### config.mk
export PLATFORM = sky130hd
export DESIGN_NAME = bw_throttle
export DESIGN_NICKNAME = d
export VERILOG_FILES = /design/src/rtl/bwt_pkg.sv /design/src/rtl/bwt_warmup.sv /design/src/rtl/bwt_hold_timer.sv /design/src/rtl/bwt_fsm.sv /design/src/rtl/bw_throttle.sv
export SDC_FILE = /design/constraint.sdc
export NUM_CORES = 1
export LEC_CHECK = 0
export ABC_AREA = 1
export CELL_PAD_IN_SITES_DETAIL_PLACEMENT = 0
export CELL_PAD_IN_SITES_GLOBAL_PLACEMENT = 1
export CORE_UTILIZATION = 37
export CTS_CLUSTER_SIZE = 40
export DETAILED_ROUTE_END_ITERATION = 16
export GPL_ROUTABILITY_DRIVEN = 0
export HOLD_SLACK_MARGIN = 0.1
export PLACE_DENSITY = 0.74
export SLEW_MARGIN = 20
export SYNTH_ARGS = -nofsm -noshare
export SYNTH_HDL_FRONTEND = slang
export SYNTH_SLANG_ARGS = --single-unit
### constraint.sdc
create_clock -name clk -period 1.94 [get_ports clk]
set_clock_uncertainty 0.15 [all_clocks]
set_input_delay 0.388 -clock clk [delete_from_list [all_inputs] [get_ports clk]]
set_output_delay 0.388 -clock clk [all_outputs]
set_load 0.02 [all_outputs]
### src/rtl/bwt_pkg.sv
package bwt_pkg;

    typedef enum logic [1:0] {
        BW_NONE    = 2'b00,
        BW_ELEVATE = 2'b01,
        BW_SHORT   = 2'b10,
        BW_LONG    = 2'b11
    } bw_code_e;

    typedef enum logic [1:0] {
        ST_IDLE,
        ST_WARM,
        ST_RUN,
        ST_HOLD
    } thr_state_e;

endpackage

### src/rtl/bwt_warmup.sv
module bwt_warmup #(
    parameter int WARM_ACCESSES = 2
) (
    input  logic clk,
    input  logic rst_n,
    input  logic clear,
    input  logic count_en,
    output logic done
);
    localparam int CW = $clog2(WARM_ACCESSES + 1);
    localparam logic [CW-1:0] LIMIT = CW'(WARM_ACCESSES);

    logic [CW-1:0] cnt_q;

    always_ff @(posedge clk or negedge rst_n) begin
        if (!rst_n) begin
            cnt_q <= '0;
        end else if (clear) begin
            cnt_q <= '0;
        end else if (count_en && cnt_q != LIMIT) begin
            cnt_q <= cnt_q + 1'b1;
        end
    end

    assign done = (cnt_q == LIMIT);

endmodule

### src/rtl/bwt_hold_timer.sv
module bwt_hold_timer #(
    parameter int SHORT_STALL = 4,
    parameter int LONG_STALL  = 8
) (
    input  logic clk,
    input  logic rst_n,
    input  logic clear,
    input  logic load,
    input  logic long_sel,
    output logic expiring
);
    localparam int MAXLEN = (LONG_STALL > SHORT_STALL) ? LONG_STALL : SHORT_STALL;
    localparam int CW = $clog2(MAXLEN + 1);
    localparam logic [CW-1:0] SHORT_V = CW'(SHORT_STALL);
    localparam logic [CW-1:0] LONG_V  = CW'(LONG_STALL);

    logic [CW-1:0] cnt_q;

    always_ff @(posedge clk or negedge rst_n) begin
        if (!rst_n) begin
            cnt_q <= '0;
        end else if (clear) begin
            cnt_q <= '0;
        end else if (load) begin
            cnt_q <= long_sel ? LONG_V : SHORT_V;
        end else if (cnt_q != '0) begin
            cnt_q <= cnt_q - 1'b1;
        end
    end

    assign expiring = (cnt_q == CW'(1));

endmodule

### src/rtl/bwt_fsm.sv
module bwt_fsm
    import bwt_pkg::*;
(
    input  logic       clk,
    input  logic       rst_n,
    input  logic [1:0] bw_code,
    input  logic       chan_active,
    input  logic       chan_start,
    input  logic       access_done,
    input  logic       last_write,
    input  logic       warm_done,
    input  logic       hold_expiring,
    output logic       warm_clear,
    output logic       warm_count,
    output logic       timer_clear,
    output logic       timer_load,
    output logic       stall,
    output logic       prio_raise
);
    thr_state_e state_q, state_d;
    logic       stall_go;
    bw_code_e   code;

    assign code = bw_code_e'(bw_code);

    // an access qualifies for throttling only after warm-up, never at a minor loop end
    assign stall_go = access_done && !last_write && warm_done
                      && (code == BW_SHORT || code == BW_LONG);

    always_comb begin
        state_d = state_q;
        if (!chan_active) begin
            state_d = ST_IDLE;
        end else if (chan_start) begin
            state_d = ST_WARM;
        end else begin
            unique case (state_q)
                ST_IDLE: state_d = ST_WARM;
                ST_WARM: if (warm_done) state_d = stall_go ? ST_HOLD : ST_RUN;
                ST_RUN:  if (stall_go)  state_d = ST_HOLD;
                ST_HOLD: if (hold_expiring) state_d = ST_RUN;
                default: state_d = ST_IDLE;
            endcase
        end
    end

    always_ff @(posedge clk or negedge rst_n) begin
        if (!rst_n) state_q <= ST_IDLE;
        else        state_q <= state_d;
    end

    always_comb begin
        warm_clear  = !chan_active || chan_start;
        timer_clear = !chan_active || chan_start;
        warm_count  = access_done && chan_active && !chan_start;
        timer_load  = 1'b0;
        stall       = 1'b0;
        prio_raise  = 1'b0;
        unique case (state_q)
            ST_IDLE: ;
            ST_WARM: begin
                timer_load = (state_d == ST_HOLD);
                prio_raise = warm_done && (code == BW_ELEVATE);
            end
            ST_RUN: begin
                timer_load = (state_d == ST_HOLD);
                prio_raise = (code == BW_ELEVATE);
            end
            ST_HOLD: begin
                stall      = 1'b1;
                prio_raise = (code == BW_ELEVATE);
            end
            default: ;
        endcase
    end

endmodule

### src/rtl/bw_throttle.sv
module bw_throttle #(
    parameter int WARM_ACCESSES = 2,
    parameter int SHORT_STALL   = 4,
    parameter int LONG_STALL    = 8
) (
    input  logic       clk,
    input  logic       rst_n,
    input  logic [1:0] bw_code,
    input  logic       chan_active,
    input  logic       chan_start,
    input  logic       access_done,
    input  logic       last_write,
    output logic       stall,
    output logic       prio_raise
);
    logic warm_clear, warm_count, warm_done;
    logic timer_clear, timer_load, hold_expiring;

    bwt_warmup #(.WARM_ACCESSES(WARM_ACCESSES)) u_warm (
        .clk      (clk),
        .rst_n    (rst_n),
        .clear    (warm_clear),
        .count_en (warm_count),
        .done     (warm_done)
    );

    bwt_hold_timer #(.SHORT_STALL(SHORT_STALL), .LONG_STALL(LONG_STALL)) u_timer (
        .clk      (clk),
        .rst_n    (rst_n),
        .clear    (timer_clear),
        .load     (timer_load),
        .long_sel (bw_code[0]),
        .expiring (hold_expiring)
    );

    bwt_fsm u_fsm (
        .clk           (clk),
        .rst_n         (rst_n),
        .bw_code       (bw_code),
        .chan_active   (chan_active),
        .chan_start    (chan_start),
        .access_done   (access_done),
        .last_write    (last_write),
        .warm_done     (warm_done),
        .hold_expiring (hold_expiring),
        .warm_clear    (warm_clear),
        .warm_count    (warm_count),
        .timer_clear   (timer_clear),
        .timer_load    (timer_load),
        .stall         (stall),
        .prio_raise    (prio_raise)
    );

endmodule

==> reports/summary.txt <==
Clk_lat worst skew - 260 ps
CTS tree - done
Initial DRC count - 17
R2R depth - 12
RR Endpoint - u_timer.cnt_q[2]
Grt peak-use layer - met2
Wirelength per Cell - 11.24 um
GR Layer Usage met2 - 0.2507
Ports - 10
Die ar. - 1902 um2
Routed Antenna Nets - 0
Clock tree buffer depth - 2
Critical path required time - 1400 ps
Pre-CTS setup slack - -475.8 ps
Initial core utilization - 0.4109
Critical Path Source - u_fsm.state_q[0]
R2R Path Start - u_fsm.state_q[1]
Final instance area - 1022 um2
Share of cells above drive strength 1 - 0.4188
Number of max-cap violations - 0
Die Ht - 43.61 um
Crit Path Category - reg2out
Worst slew pin tran - 405.1 ps
Post-Synthesis Net Count - 102
R2R setup slack - -20 ps
Drt via density - 4.534
# setup viols final - 2
Worst path arrival time - 1540 ps
CP Launch Type - register
Site row count - 14
Seq pwr share - 0.384
Layout fillers - 132
Root buffer cell - clkbuf_4
Initial DRT Pass Iterations - 4
Synth cell types - 21
Final Hold Fails - 0
Final worst path period need - 2082 ps
Post-synthesis register bit count - 8
Crit-path max FO - 5
Clock Power Share - 0.242
Outcome - finished, violations left
Fin nets - 136
Worst Setup End Kind - output port
Grt total ovfl - 0
Die X - 43.61 um
RSZ-0062 raised after global routing - yes
Pins Over Slew Limit - 0
PwrDens - 517.2 nW/um2
Fmax - 0.4803 GHz
First-pass GRT wire length - 2311 um
Seq/Total Area, Yosys - 0.3125
Core area - 1559 um2
Comb pwr share - 0.374
DR vias - 603
Slew margin rel. - 0.7291
CTS Buf Count - 3
Switch Pwr - 0.1780 mW
Antenna violations before repair - 0
Antenna Cells - 0
Gr usage total - 0.1659
HPWL reported at the end of detailed placement - 1079 um
YS warnings - 0
Worst setup margin - -142.1 ps
IO buf count - 9
H-tree depth - 1
Placed Area - 862.1 um2
Sw Share - 0.3366
GR Util met1 - 0.2248
Hold crit path type - in2async
Synth Instances - 85
Pleak - 0.5055 nW
Routed WL - 1495 um
Post-Syn Area - 640.6 um2
Met3 GRT Util - 0.06250
Violated checks - setup timing
# clock sinks - 8
Internal power - 0.3507 mW
Clock transition at path regs - 50 ps
Avg Synthesized Cell Area - 7.537 um2
Tcrit/Tclk final - 1.073
DRC errors left - 0
VDD IR-drop max - 0.0003714 V
Area delta synth->final - 59.57%
Pin count of the biggest net entering global routing - 9
Power Total - 0.5287 mW
Number of global-route vias before repair - 547
## layout by cell type (no fill, tap or decap), types with 3 or more instances in the layout
cell,Yosys,final
nor2_1,7,6
inv_2,4,5
dfrtp_1,8,7
nand4_1,3,3
nand2_1,22,21
nor2_4,2,3
buf_4,0,20
ha_1,9,4
inv_1,11,9
clkbuf_4,0,3
clkdlybuf4s50_1,0,7
ha_4,0,3
nand2_2,3,3
## metal layers
layer / share of wire / routed length [um] / vias to the layer above
met4: 0.0060 / 9 / 0
met5: 0 / 0 / -
met1: 0.46 / 682 / 262
met2: 0.49 / 736 / 11
li1: - / - / 328
met3: 0.045 / 67 / 2
## worst max path at each step
stage / to
4_1_cts: prio_raise
2_1_floorplan: prio_raise
3_3_place_gp: prio_raise
3_5_place_dp: prio_raise
5_1_grt: prio_raise
6_report: prio_raise
## kinds of logic (layout without fill, tap and decap cells)
family | Yosys count | after routing | synth area share
compound gates | 6 | 6 | 0.05858
buf+inv | 17 | 49 | 0.09961
fa+ha+maj | 9 | 9 | 0.1758
simple gates | 43 | 43 | 0.3262
xor+xnor | 2 | 2 | 0.02735
flops | 8 | 8 | 0.3125
## Yosys cell counts
cell,n,area share
nor2_1,7,0.041
inv_1,11,0.064
xor2_1,1,0.014
nor2_4,2,0.035
clkinv_1,2,0.012
nand3_2,1,0.016
nand2_2,3,0.029
nand3_1,2,0.016
o21ai_1,1,0.0078
a311oi_1,1,0.014
dfrtp_1,8,0.31
a21oi_1,3,0.023
xnor2_1,1,0.014
or2_0,1,0.0098
a2111oi_0,1,0.014
nor3_1,1,0.0078
inv_2,4,0.023
nand2_1,22,0.13
or2_4,1,0.014
ha_1,9,0.18
nand4_1,3,0.029
## power groups by stage
stage | combinational, mW | clock (mW) | sequential [mW]
2_1_floorplan | 0.119 | 0 | 0.199
3_5_place_dp | 0.172 | 0 | 0.203
5_1_grt | 0.227 | 0.142 | 0.206
3_3_place_gp | 0.172 | 0 | 0.203
4_1_cts | 0.181 | 0.132 | 0.201
6_report | 0.198 | 0.128 | 0.203
## per-stage QoR
| stage | hold slack, ps | instances | setup TNS [ps] | utilization |
|---|---|---|---|---|
| global route | 304.8 | 133 | -603.2 | 0.6557 |
| CTS | 291.2 | 128 | -115.8 | 0.5915 |
| global placement | 353.2 | 124 | -801.6 | 0.5530 |
| finish | 275.3 | 133 | -164.2 | 0.6557 |
| floorplan | -57.59 | 85 | 0 | - |
| detailed placement | 349.8 | 124 | -846.5 | 0.5530 |
## worst max-delay path, cell delays in order, from the launching register on
cell and delay [ps]:
dfrtp_2 470, inv_4 110, ha_4 140, nor2_4 40, a2111oi_4 330, buf_4 200
## registers in the layout, indices dropped and copies added (netlist names)
register       cells
u_warm.cnt_q       2
u_timer.cnt_q      4
u_fsm.state_q      2
## cell type report
type,instances,area (um2),area share
flip-flops and latches,8,201.4,0.1971
multi-input cells,60,469.2,0.4590
well taps,16,20.02,0.01958
repair buffers,29,242.7,0.2375
clock buffers,3,22.52,0.02203
inverters,17,66.31,0.06487
## timing repair
action | in CTS | in global routing
pin swaps | 3 | 4
hold buffers | 0 | 0
resized for setup | 18 | 13
setup endpoints to repair | 6 | 6
buffers inserted | 1 | 5
(Power assumes the default switching activity.)
